## config.mk

```make
export PLATFORM = sky130hd
export DESIGN_NAME = eth_tx_framer
export DESIGN_NICKNAME = d
export VERILOG_FILES = /design/src/rtl/eth_tx_pkg.sv /design/src/rtl/eth_tx_crc32.sv /design/src/rtl/eth_tx_tail.sv /design/src/rtl/eth_tx_ctrl.sv /design/src/rtl/eth_tx_framer.sv
export SDC_FILE = /design/constraint.sdc
export NUM_CORES = 1
export LEC_CHECK = 0
export BUFFER_PORTS_ARGS = -buffer_cell sky130_fd_sc_hd__buf_2
export CAP_MARGIN = 30
export CORE_MARGIN = 2
export CORE_UTILIZATION = 40
export CTS_BUF_LIST = sky130_fd_sc_hd__clkbuf_4 sky130_fd_sc_hd__clkbuf_8
export DETAILED_ROUTE_END_ITERATION = 8
export GPL_TIMING_DRIVEN = 0
export PLACE_DENSITY = 0.59
export SLEW_MARGIN = 0
export SYNTH_ARGS = -nofsm -noshare
export SYNTH_HDL_FRONTEND = slang
export SYNTH_HIERARCHICAL = 1
export SYNTH_SLANG_ARGS = --single-unit
```

## constraint.sdc

```tcl
create_clock -name clk -period 2 [get_ports clk]
set_input_delay 0.2 -clock clk [delete_from_list [all_inputs] [get_ports clk]]
set_output_delay 0.2 -clock clk [all_outputs]
set_load 0.05 [all_outputs]
```

## src/rtl/eth_tx_pkg.sv

```systemverilog
package eth_tx_pkg;
    typedef enum logic [2:0] {
        ST_IDLE,
        ST_PRE,
        ST_DATA,
        ST_PAD,
        ST_FCS,
        ST_JAM
    } tx_state_e;

    typedef enum logic [1:0] {
        TK_GOOD,
        TK_BAD,
        TK_JAM
    } tail_kind_e;

    localparam logic [7:0] PRE_BYTE = 8'h55;
    localparam logic [7:0] SFD_BYTE = 8'hD5;
endpackage

```

## src/rtl/eth_tx_crc32.sv

```systemverilog
module eth_tx_crc32 #(
    parameter int          CRC_W  = 32,
    parameter logic [31:0] POLY_R = 32'hEDB88320
) (
    input  logic             clk,
    input  logic             rst_n,
    input  logic             init,
    input  logic             step,
    input  logic             din,
    output logic [CRC_W-1:0] crc_next
);
    localparam logic [CRC_W-1:0] PRESET = '1;

    logic [CRC_W-1:0] crc_q;

    // Serial CRC, one bit per cycle, LSB-first (reflected) form.
    always_comb begin
        crc_next = crc_q;
        if (step) begin
            crc_next = {1'b0, crc_q[CRC_W-1:1]}
                     ^ ((crc_q[0] ^ din) ? POLY_R[CRC_W-1:0] : '0);
        end
    end

    always_ff @(posedge clk or negedge rst_n) begin
        if (!rst_n)    crc_q <= PRESET;
        else if (init) crc_q <= PRESET;
        else           crc_q <= crc_next;
    end
endmodule

```

## src/rtl/eth_tx_tail.sv

```systemverilog
module eth_tx_tail #(
    parameter int W = 32
) (
    input  logic         clk,
    input  logic         rst_n,
    input  logic         load,
    input  logic [W-1:0] load_val,
    input  logic         shift,
    output logic         out_bit
);
    logic [W-1:0] sh_q;

    always_ff @(posedge clk or negedge rst_n) begin
        if (!rst_n)     sh_q <= '0;
        else if (load)  sh_q <= load_val;
        else if (shift) sh_q <= {1'b0, sh_q[W-1:1]};
    end

    assign out_bit = sh_q[0];
endmodule

```

## src/rtl/eth_tx_ctrl.sv

```systemverilog
module eth_tx_ctrl
    import eth_tx_pkg::*;
#(
    parameter int MIN_DATA = 60,
    parameter int CNT_W    = 11,
    parameter int TAIL_W   = 32
) (
    input  logic       clk,
    input  logic       rst_n,
    input  logic       fifo_valid,
    input  logic [7:0] fifo_data,
    input  logic       fifo_last,
    input  logic       crc_en,
    input  logic       abort_req,
    input  logic       collision,
    output logic       fifo_pop,
    output tx_state_e  state_o,
    output logic       byte_bit,
    output logic       crc_init,
    output logic       crc_step,
    output logic       tail_load,
    output tail_kind_e tail_kind,
    output logic       retry_req
);
    localparam int TC_W = $clog2(TAIL_W);
    localparam logic [TC_W-1:0] TC_LAST = TC_W'(TAIL_W - 1);

    tx_state_e        state, nxt;
    logic [7:0]       sh8;
    logic [2:0]       bit_cnt;
    logic [2:0]       pre_idx;
    logic [CNT_W-1:0] byte_cnt, cnt_inc;
    logic [TC_W-1:0]  t_cnt;
    logic             last_q, crc_on;
    logic             take, boundary, short_frm;
    tx_state_e        fin_state;

    assign boundary  = (bit_cnt == 3'd7);
    assign cnt_inc   = (byte_cnt == '1) ? byte_cnt : byte_cnt + 1'b1;
    assign short_frm = (32'(cnt_inc) < MIN_DATA);
    assign fin_state = crc_on ? ST_FCS : ST_IDLE;

    // Next state, pop and tail-load decisions.
    always_comb begin
        nxt       = state;
        take      = 1'b0;
        tail_load = 1'b0;
        tail_kind = TK_GOOD;
        unique case (state)
            ST_IDLE: begin
                if (fifo_valid) nxt = ST_PRE;
            end
            ST_PRE: begin
                if (collision) begin
                    nxt = ST_JAM; tail_load = 1'b1; tail_kind = TK_JAM;
                end else if (boundary && pre_idx == 3'd7) begin
                    if (fifo_valid && !abort_req) begin
                        take = 1'b1; nxt = ST_DATA;
                    end else begin
                        nxt = ST_FCS; tail_load = 1'b1; tail_kind = TK_BAD;
                    end
                end
            end
            ST_DATA: begin
                if (collision) begin
                    nxt = ST_JAM; tail_load = 1'b1; tail_kind = TK_JAM;
                end else if (boundary) begin
                    if (abort_req || (!last_q && !fifo_valid)) begin
                        nxt = ST_FCS; tail_load = 1'b1; tail_kind = TK_BAD;
                    end else if (!last_q) begin
                        take = 1'b1;
                    end else if (short_frm) begin
                        nxt = ST_PAD;
                    end else begin
                        nxt = fin_state; tail_load = crc_on;
                    end
                end
            end
            ST_PAD: begin
                if (collision) begin
                    nxt = ST_JAM; tail_load = 1'b1; tail_kind = TK_JAM;
                end else if (boundary && !short_frm) begin
                    nxt = fin_state; tail_load = crc_on;
                end
            end
            ST_FCS: begin
                if (collision) begin
                    nxt = ST_JAM; tail_load = 1'b1; tail_kind = TK_JAM;
                end else if (t_cnt == TC_LAST) begin
                    nxt = ST_IDLE;
                end
            end
            ST_JAM: begin
                if (t_cnt == TC_LAST) nxt = ST_IDLE;
            end
            default: nxt = ST_IDLE;
        endcase
    end

    // State register and datapath counters.
    always_ff @(posedge clk or negedge rst_n) begin
        if (!rst_n) begin
            state    <= ST_IDLE;
            sh8      <= PRE_BYTE;
            bit_cnt  <= '0;
            pre_idx  <= '0;
            byte_cnt <= '0;
            t_cnt    <= '0;
            last_q   <= 1'b0;
            crc_on   <= 1'b0;
        end else begin
            state <= nxt;
            if (state == ST_IDLE) begin
                sh8      <= PRE_BYTE;
                bit_cnt  <= '0;
                pre_idx  <= '0;
                byte_cnt <= '0;
                crc_on   <= crc_en;
            end else begin
                bit_cnt <= bit_cnt + 3'd1;
                if (take) begin
                    sh8    <= fifo_data;
                    last_q <= fifo_last;
                end else if (state == ST_PRE && boundary) begin
                    pre_idx <= pre_idx + 3'd1;
                    sh8     <= (pre_idx == 3'd6) ? SFD_BYTE : PRE_BYTE;
                end else begin
                    sh8 <= {1'b0, sh8[7:1]};
                end
                if ((state == ST_DATA || state == ST_PAD) && boundary)
                    byte_cnt <= cnt_inc;
            end
            if (tail_load)                              t_cnt <= '0;
            else if (state == ST_FCS || state == ST_JAM) t_cnt <= t_cnt + 1'b1;
        end
    end

    // Outputs.
    always_comb begin
        fifo_pop  = take;
        state_o   = state;
        byte_bit  = sh8[0];
        crc_init  = (state == ST_IDLE);
        crc_step  = (state == ST_DATA || state == ST_PAD);
        retry_req = (state == ST_JAM) && (t_cnt == TC_LAST);
    end

    // a byte is only taken when the FIFO offers one
    a_r3_pop_needs_valid: assert property (@(posedge clk) disable iff (!rst_n)
        fifo_pop |-> fifo_valid);
    // no pop outside a frame
    a_r1_no_pop_idle: assert property (@(posedge clk) disable iff (!rst_n)
        fifo_pop |-> (state != ST_IDLE));
    // padding is all zeros
    a_r4_pad_zero: assert property (@(posedge clk) disable iff (!rst_n)
        (state == ST_PAD) |-> !byte_bit);
    // a collision during an active frame starts the jam next cycle
    a_r9_collision_jams: assert property (@(posedge clk) disable iff (!rst_n)
        (collision && state inside {ST_PRE, ST_DATA, ST_PAD, ST_FCS})
        |=> (state == ST_JAM && t_cnt == '0));
    // retry request ends the frame
    a_r10_retry_ends: assert property (@(posedge clk) disable iff (!rst_n)
        retry_req |=> (state == ST_IDLE));
    // underflow mid-frame goes to the check sequence
    a_r7_underflow_fcs: assert property (@(posedge clk) disable iff (!rst_n)
        (state == ST_DATA && boundary && !last_q && !fifo_valid && !collision)
        |=> (state == ST_FCS));
endmodule

```

## src/rtl/eth_tx_framer.sv

```systemverilog
module eth_tx_framer
    import eth_tx_pkg::*;
#(
    parameter int MIN_DATA = 60,
    parameter int CNT_W    = 11,
    parameter int CRC_W    = 32
) (
    input  logic       clk,
    input  logic       rst_n,
    input  logic       fifo_valid,
    input  logic [7:0] fifo_data,
    input  logic       fifo_last,
    output logic       fifo_pop,
    input  logic       crc_en,
    input  logic       abort_req,
    input  logic       collision,
    output logic       tx_bit,
    output logic       tx_en,
    output logic       retry_req
);
    tx_state_e        state;
    tail_kind_e       tail_kind;
    logic             byte_bit, crc_init, crc_step, tail_load, tail_bit;
    logic [CRC_W-1:0] crc_next, tail_val;

    eth_tx_ctrl #(.MIN_DATA(MIN_DATA), .CNT_W(CNT_W), .TAIL_W(CRC_W)) u_ctrl (
        .clk(clk), .rst_n(rst_n),
        .fifo_valid(fifo_valid), .fifo_data(fifo_data), .fifo_last(fifo_last),
        .crc_en(crc_en), .abort_req(abort_req), .collision(collision),
        .fifo_pop(fifo_pop), .state_o(state), .byte_bit(byte_bit),
        .crc_init(crc_init), .crc_step(crc_step),
        .tail_load(tail_load), .tail_kind(tail_kind), .retry_req(retry_req)
    );

    eth_tx_crc32 #(.CRC_W(CRC_W)) u_crc (
        .clk(clk), .rst_n(rst_n), .init(crc_init), .step(crc_step),
        .din(byte_bit), .crc_next(crc_next)
    );

    always_comb begin
        unique case (tail_kind)
            TK_GOOD: tail_val = ~crc_next;
            TK_BAD:  tail_val = crc_next;
            TK_JAM:  tail_val = '1;
            default: tail_val = '1;
        endcase
    end

    eth_tx_tail #(.W(CRC_W)) u_tail (
        .clk(clk), .rst_n(rst_n), .load(tail_load), .load_val(tail_val),
        .shift(state == ST_FCS || state == ST_JAM), .out_bit(tail_bit)
    );

    always_comb begin
        tx_en = (state != ST_IDLE);
        unique case (state)
            ST_IDLE:               tx_bit = 1'b0;
            ST_FCS, ST_JAM:        tx_bit = tail_bit;
            ST_PRE, ST_DATA, ST_PAD: tx_bit = byte_bit;
            default:               tx_bit = 1'b0;
        endcase
    end

    // line is quiet outside a frame
    a_r1_quiet_idle: assert property (@(posedge clk) disable iff (!rst_n)
        !tx_en |-> (!tx_bit && !retry_req));
    // a frame always opens with a preamble one-bit
    a_r11_first_bit: assert property (@(posedge clk) disable iff (!rst_n)
        $rose(tx_en) |-> tx_bit);
endmodule

```

Word level (Yosys, flattened, before mapping)
Index checks and enable logic that the tools add are counted.
- bits in registers: 99
- input bits: 15
- output and inout bits: 4
- logic and storage cells: 125
- add/sub/neg operators: 4
- order comparisons: 1
- equality and inequality tests: 17
- mux-type cells: 63
- bitwise gates (word level): 4
- reduce and logical (&&, ||, !) cells: 26
- operators by type and width (kind ; count):
    2-to-1 mux 32 bit ; 5
    case mux 32 bit (2 select lines) ; 1
    2-to-1 mux 3 bit ; 18
    2-to-1 mux 11 bit ; 3
    2-to-1 mux 8 bit ; 4
    inverter 32 bit ; 1
    XOR 31 x 32 -> 32 bit ; 1
    2-to-1 mux 1 bit ; 20
    case mux 3 bit (6 select lines) ; 1
    equality test 3 bit (second input constant) ; 5
    adder 11 x 1 -> 11 bit (second input constant) ; 1
    equality test 11 bit (second input constant) ; 1
    less-than comparator 11 x 6 -> 1 bit (second input constant) ; 1
    2-to-1 mux 2 bit ; 5
    2-to-1 mux 5 bit ; 2
    != test 3 x 2 -> 1 bit (second input constant) ; 3
    logical AND 1 bit ; 7
    adder 3 x 1 -> 3 bit (second input constant) ; 2
    equality test 3 x 2 -> 1 bit (second input constant) ; 2
    case mux 2 bit (3 select lines) ; 1
    nonzero test 2 bit ; 3
    adder 5 x 1 -> 5 bit (second input constant) ; 1
    equality test 5 bit (second input constant) ; 1
    AND reduction 5 bit ; 1
    17 further kinds ; 25

Longest topological paths before layout
- depth after elaboration: 10
- depth in mapped cells: 12
- depth with buffers taken out: 10

By module
The synthesis kept the hierarchy.
- by module, submodules not included (module ; times used ; cells each ; area each (µm²) ; seq. area each (µm²)):
    eth_tx_ctrl ; 1 ; 251 ; 2238.4 ; 880.8
    eth_tx_crc32 ; 1 ; 139 ; 1820.5 ; 840.8
    eth_tx_tail ; 1 ; 139 ; 1515.2 ; 800.8
    eth_tx_framer ; 1 ; 76 ; 594.3 ; 0.0

Worst setup path after synthesis
Ideal clock, no wire load.
- path type: flip-flop to flip-flop
- start point: register u_ctrl.byte_cnt[0]
- end point: register u_tail.sh_q[30]
- library setup time: 0.127 ns
- data arrival time: 2.045 ns
- required time: 1.873 ns
- slack: -0.172 ns
- stages on the path, launching flop included: 10
- path buffers: 2
- clock period less this slack: 2.172 ns
- path through: dfrtp_1 > ha_1 > maj3_1 > o211ai_2 > a31oi_4 > or3_1 > buf_2 > buf_2 > nand2_1 > o21ai_0
- longest elaborated chain between the ends: 10
- elaborated cells on any way between the ends: 16
- those cells by class: add/sub: 1; order compare: 1; eq/ne: 1; mux: 10; reduce/logical: 3
- ends and longest elaborated chain (element ; RTL line ; source):
    start: declaration ; eth_tx_ctrl.sv:32 ; logic [CNT_W-1:0] byte_cnt, cnt_inc;
    start signal: assignment ; eth_tx_ctrl.sv:131 ; byte_cnt <= cnt_inc;
    adder 11 x 1 -> 11 bit / equality test 11 bit (equally long branches) ; eth_tx_ctrl.sv:39 ; assign cnt_inc = (byte_cnt == '1) ? byte_cnt : byte_cnt + 1'b1;
    2-to-1 mux 11 bit (*) ; eth_tx_ctrl.sv:39 ;
    less-than comparator 11 x 6 -> 1 bit (*) ; eth_tx_ctrl.sv:40 ; assign short_frm = (32'(cnt_inc) < MIN_DATA);
    2-to-1 mux 1 bit ; eth_tx_ctrl.sv:72 ; end else if (short_frm) begin
    2-to-1 mux 1 bit ; eth_tx_ctrl.sv:70 ; end else if (!last_q) begin
    2-to-1 mux 1 bit ; eth_tx_ctrl.sv:68 ; if (abort_req || (!last_q && !fifo_valid)) begin
    2-to-1 mux 1 bit ; eth_tx_ctrl.sv:67 ; end else if (boundary) begin
    2-to-1 mux 1 bit ; eth_tx_ctrl.sv:65 ; if (collision) begin
    case mux 1 bit (4 select lines) (*) ; eth_tx_ctrl.sv:49 ; unique case (state)
    net tail_load ; eth_tx_framer.sv:23 ; logic byte_bit, crc_init, crc_step, tail_load, tail_bit;
    2-to-1 mux 32 bit / nonzero test 2 bit (equally long branches) ; -- ;
    end signal: assignment ; eth_tx_tail.sv:15 ; else if (load) sh_q <= load_val;
    end signal: assignment ; eth_tx_tail.sv:16 ; else if (shift) sh_q <= {1'b0, sh_q[W-1:1]};
    end: declaration ; eth_tx_tail.sv:11 ; logic [W-1:0] sh_q;
The timed path passes the listed nets; every way through them passes the cells marked *.
A chain may end at the register's enable or synchronous reset.

Worst setup path after layout
- start point: register u_ctrl.byte_cnt[0]
- end point: register u_tail.sh_q[31]
The elaborated chain is that of the path after synthesis.

==> impl_metrics.yaml <==
timing:
  post-route-period-util: 1.129
  setup_violations: 33
  final.setup_skew_ns: 0.007343
  min_period_ns: 2.257
  setup_repair_after_global_routing_missed_its_margin: "true"
  highest_achievable_clock_rate_mhz: 443.1
  timing.max_slew.rel_slack: 0.6324
  final-max-slew-violation-count: 0
  worst-slew-pin-transition_ns: 0.5499
  post-route-worst-setup-slack_ns: -0.2571
  final_hold_viol_count: 0
  worst_hold_slack_ns: 0.04851
power_and_ir_drop:
  power_per_cell_area_nw_per_um2: 1273
  vdd_ir_drop_max_mv: 0.7331
  total_leakage_power_nw: 3.225
synth:
  synthDistinctLibCells: 71
  synth-warning-count: 6
  synth_edf_count: 0
  synth-seq-area-share: 0.4089
  postSynthRegisterBits: 99
  synth.cell_area_um2: 6168
  synthFlopType: "sky130_fd_sc_hd__dfrtp_1"
  post_synth_inst_count: 605
  post_synth.cell_area_avg_um2: 10.20
  asyncSetResetFlopFracSynth: 1.000
  total_nets_after_synthesis: 628
route:
  detail_route.wl_per_cell_um: 15.86
  vias: 4543
  drt_wl_total_um: 13680
  drt-pass1-iter-count: 4
  drc: 0
  routed_via_density: 5.264
  drt-initial-drc-count: 209
  route.antenna.remaining_nets: 0
critical_path:
  crit_path_max_incr_delay_ns: 0.45
  worst_setup_path_start_kind: "flop"
  end_kind: "flop"
  critical-path-top-delay-family: "simple AND/OR/NAND/NOR gates"
  rrSetupSlack_ns: -0.26
  worst_path_max_delay_cell: "sky130_fd_sc_hd__dfrtp_2"
  required_arrival_time_at_the_worst_endpoint_ns: 2.27
  worstSetupEndpoint: "u_tail/sh_q[31]$_DFFE_PN0P_"
  critical_path_arrival_ns: 2.53
  timing.rr.start: "u_ctrl/byte_cnt[0]$_DFFE_PN0P_"
  worst_r2r_endpoint: "u_tail/sh_q[31]$_DFFE_PN0P_"
  critPathBufInv: 2
  ff2ff_path_depth: 10
  critPathLaunch: "u_ctrl/byte_cnt[0]$_DFFE_PN0P_"
  worstPathCellList: "ha_4, nand4_1, nor3_2, o211ai_2, a31oi_4, or3_4, buf_12, clkbuf_16, nand2_2, o21ai_1"
  critical_path_peak_fanout: 7
  critical_path_cell_count: 10
  critPathKind: "flop to flop"
global_route:
  grt-ovfl-total: 0
  grt_pass1_vias: 4651
  pin_count_of_the_biggest_net_entering_global_routing: 71
  number_of_antenna_violations_at_the_first_check_in_global_routing: 0
  grt_util_all_layers: 0.1729
  global_route_wire_length_before_repair_um: 22510
cells_and_area:
  net_count_final: 693
  syn_to_final_growth_pct: 20.97
  antennaDiodeCount: 0
  layout.cells.non_filler: 863
  drive_above_1_share: 0.3659
floorplanning:
  die_area_um2: 16430
  die-width_um: 128.2
  fp.dieH_um: 128.2
  starting_density: 0.4073
  core-area_um2: 15150
  design.portCount: 19
  fp-row-count: 45
placed_design:
  io_buffer_count: 17
  dp.final_hpwl_um: 9210
  gp_congestion: 0.8266
  dp_cells: 811
  pre_cts_ws_ns: -0.7137
clocking:
  cts_made_buffers: 9
  cts_tree: "built"
  cts.sink_count: 99
  worstSkewPairLatency_ns: 0.38
  cts-htree-levels: 3
  clk_root_buffer_cell: "sky130_fd_sc_hd__clkbuf_8"
  ctsLongestPathBuffers: 2
  clkSlewWorstSetupHoldPaths_ns: 0.10
outcome:
  failed_checks: "negative setup slack"
  status: "finished, violations left"
job:
  maxCapViolations: 0
min_path:
  worstHoldPathType: "input pin to flop"
==> state kept, by name, summed over array words and instances, names as in the netlist <==
name and flops:
u_ctrl/bit_cnt 3, u_ctrl/last_q 1, u_ctrl/sh8 8, u_ctrl/pre_idx 3, u_crc/crc_q 32, u_ctrl/crc_on 1
u_ctrl/byte_cnt 11, u_ctrl/t_cnt 5, u_tail/sh_q 32, u_ctrl/state_o 3
==> synth_stat cells, types with 9 or more instances <==
| cell type | n | area share |
|---|---|---|
| sky130_fd_sc_hd__mux2_2 | 20 | 0.037 |
| sky130_fd_sc_hd__mux2i_1 | 33 | 0.054 |
| sky130_fd_sc_hd__xnor3_1 | 12 | 0.044 |
| sky130_fd_sc_hd__a21oi_1 | 12 | 0.0097 |
| sky130_fd_sc_hd__dfrtp_1 | 63 | 0.26 |
| sky130_fd_sc_hd__clkbuf_1 | 9 | 0.0055 |
| sky130_fd_sc_hd__nor3_1 | 14 | 0.011 |
| sky130_fd_sc_hd__nor2_1 | 33 | 0.020 |
| sky130_fd_sc_hd__o211ai_1 | 15 | 0.018 |
| sky130_fd_sc_hd__dfstp_2 | 36 | 0.15 |
| sky130_fd_sc_hd__o21ai_1 | 29 | 0.024 |
| sky130_fd_sc_hd__o21ai_0 | 25 | 0.020 |
| sky130_fd_sc_hd__xor2_1 | 32 | 0.045 |
| sky130_fd_sc_hd__nand2_1 | 54 | 0.033 |
| sky130_fd_sc_hd__buf_2 | 17 | 0.014 |
| sky130_fd_sc_hd__nand2b_1 | 69 | 0.070 |
==> worst min-delay path: stages <==
cell                      delay, ns
sky130_fd_sc_hd__buf_2         0.08
sky130_fd_sc_hd__nand2_1       0.04
sky130_fd_sc_hd__o21ai_0       0.06
==> cell type report <==
class | count | area, um2
Fill cell | 1393 | 7684
Multi-Input combinational cell | 451 | 3545
Sequential cell | 99 | 2527
Buffer | 45 | 462.9
Timing Repair Buffer | 54 | 454.2
Tap cell | 188 | 235.2
Clock buffer | 11 | 145.1
Clock inverter | 5 | 53.80
Inverter | 10 | 38.79
==> how the worst min path moves through the flow <==
stage                                       end  cells after the start          from  slack [ns]
floorplan           u_ctrl/bit_cnt[0]$_DFF_PN0_                      0         rst_n        -0.1
global placement        u_ctrl/sh8[3]$_DFF_PN0_                      3  fifo_data[3]        0.40
detailed placement  u_tail/sh_q[24]$_DFFE_PN0P_                      1         rst_n        0.16
CTS                     u_ctrl/sh8[5]$_DFF_PN0_                      3  fifo_data[5]       0.001
global route            u_ctrl/sh8[4]$_DFF_PN1_                      3  fifo_data[4]        0.02
finish                  u_ctrl/sh8[7]$_DFF_PN0_                      3  fifo_data[7]        0.05
==> power breakdown <==
group | leakage, nW | total [mW] | switching (mW) | internal, mW
combinational | 1.93 | 4.96 | 2.59 | 2.37
sequential | 1.19 | 3.21 | 0.375 | 2.84
clock | 0.106 | 1.33 | 0.708 | 0.623
==> stage by stage <==
step | instance area, um2 | util | setup TNS [ns] | total power [mW]
after floorplan | 6262 | - | -0.5509 | 6.568
after global placement | 6583 | 0.4346 | -53.20 | 7.381
after detailed placement | 6613 | 0.4366 | -35.51 | 7.504
after CTS | 7111 | 0.4695 | -6.175 | 9.209
after global routing | 7462 | 0.4927 | -10.28 | 10.26
final | 7462 | 0.4927 | -7.066 | 9.502
==> repair_timing <==
item | 4_1_cts | 5_1_grt
endpoints found under the setup margin | 70 | 62
hold endpoints to repair | 26 | 1
pin swaps | 12 | 19
buffers inserted | 16 | 13
resized for setup | 53 | 55
hold buffers | 3 | 1
cloned | 2 | 2
==> routing by layer <==
layer,wire (um),vias to the layer above,track usage
met2,6996,82,0.2991
met4,125,0,0.04072
met5,0,-,0
li1,-,2238,-
met3,506,8,0.04758
met1,6055,2215,0.2148
==> layout by cell type (no fill, tap or decap), drive strengths merged, types with 8 or more instances in the layout <==
cell type,count
a21oi,12
buf,81
clkbuf,25
dfrtp,63
dfstp,36
ha,8
inv,9
mux2,20
mux2i,33
nand2,55
nand2b,69
nand3,9
nor2,35
nor3,18
o211ai,17
o21ai,57
xnor3,13
xor2,32
==> logic make-up (layout without fill, tap and decap cells) <==
family	Yosys count	after routing	share of synthesized area
buffers and inverters	55	125	0.06470
muxes	53	53	0.09006
adders and majority gates	9	9	0.01785
and+or+nand+nor	223	223	0.1933
DFF	99	99	0.4089
AOI/OAI and AO/OA	118	118	0.1278
xor gates and xnor gates	48	48	0.09736
No activity file was read; power rests on OpenSTA's default activity.
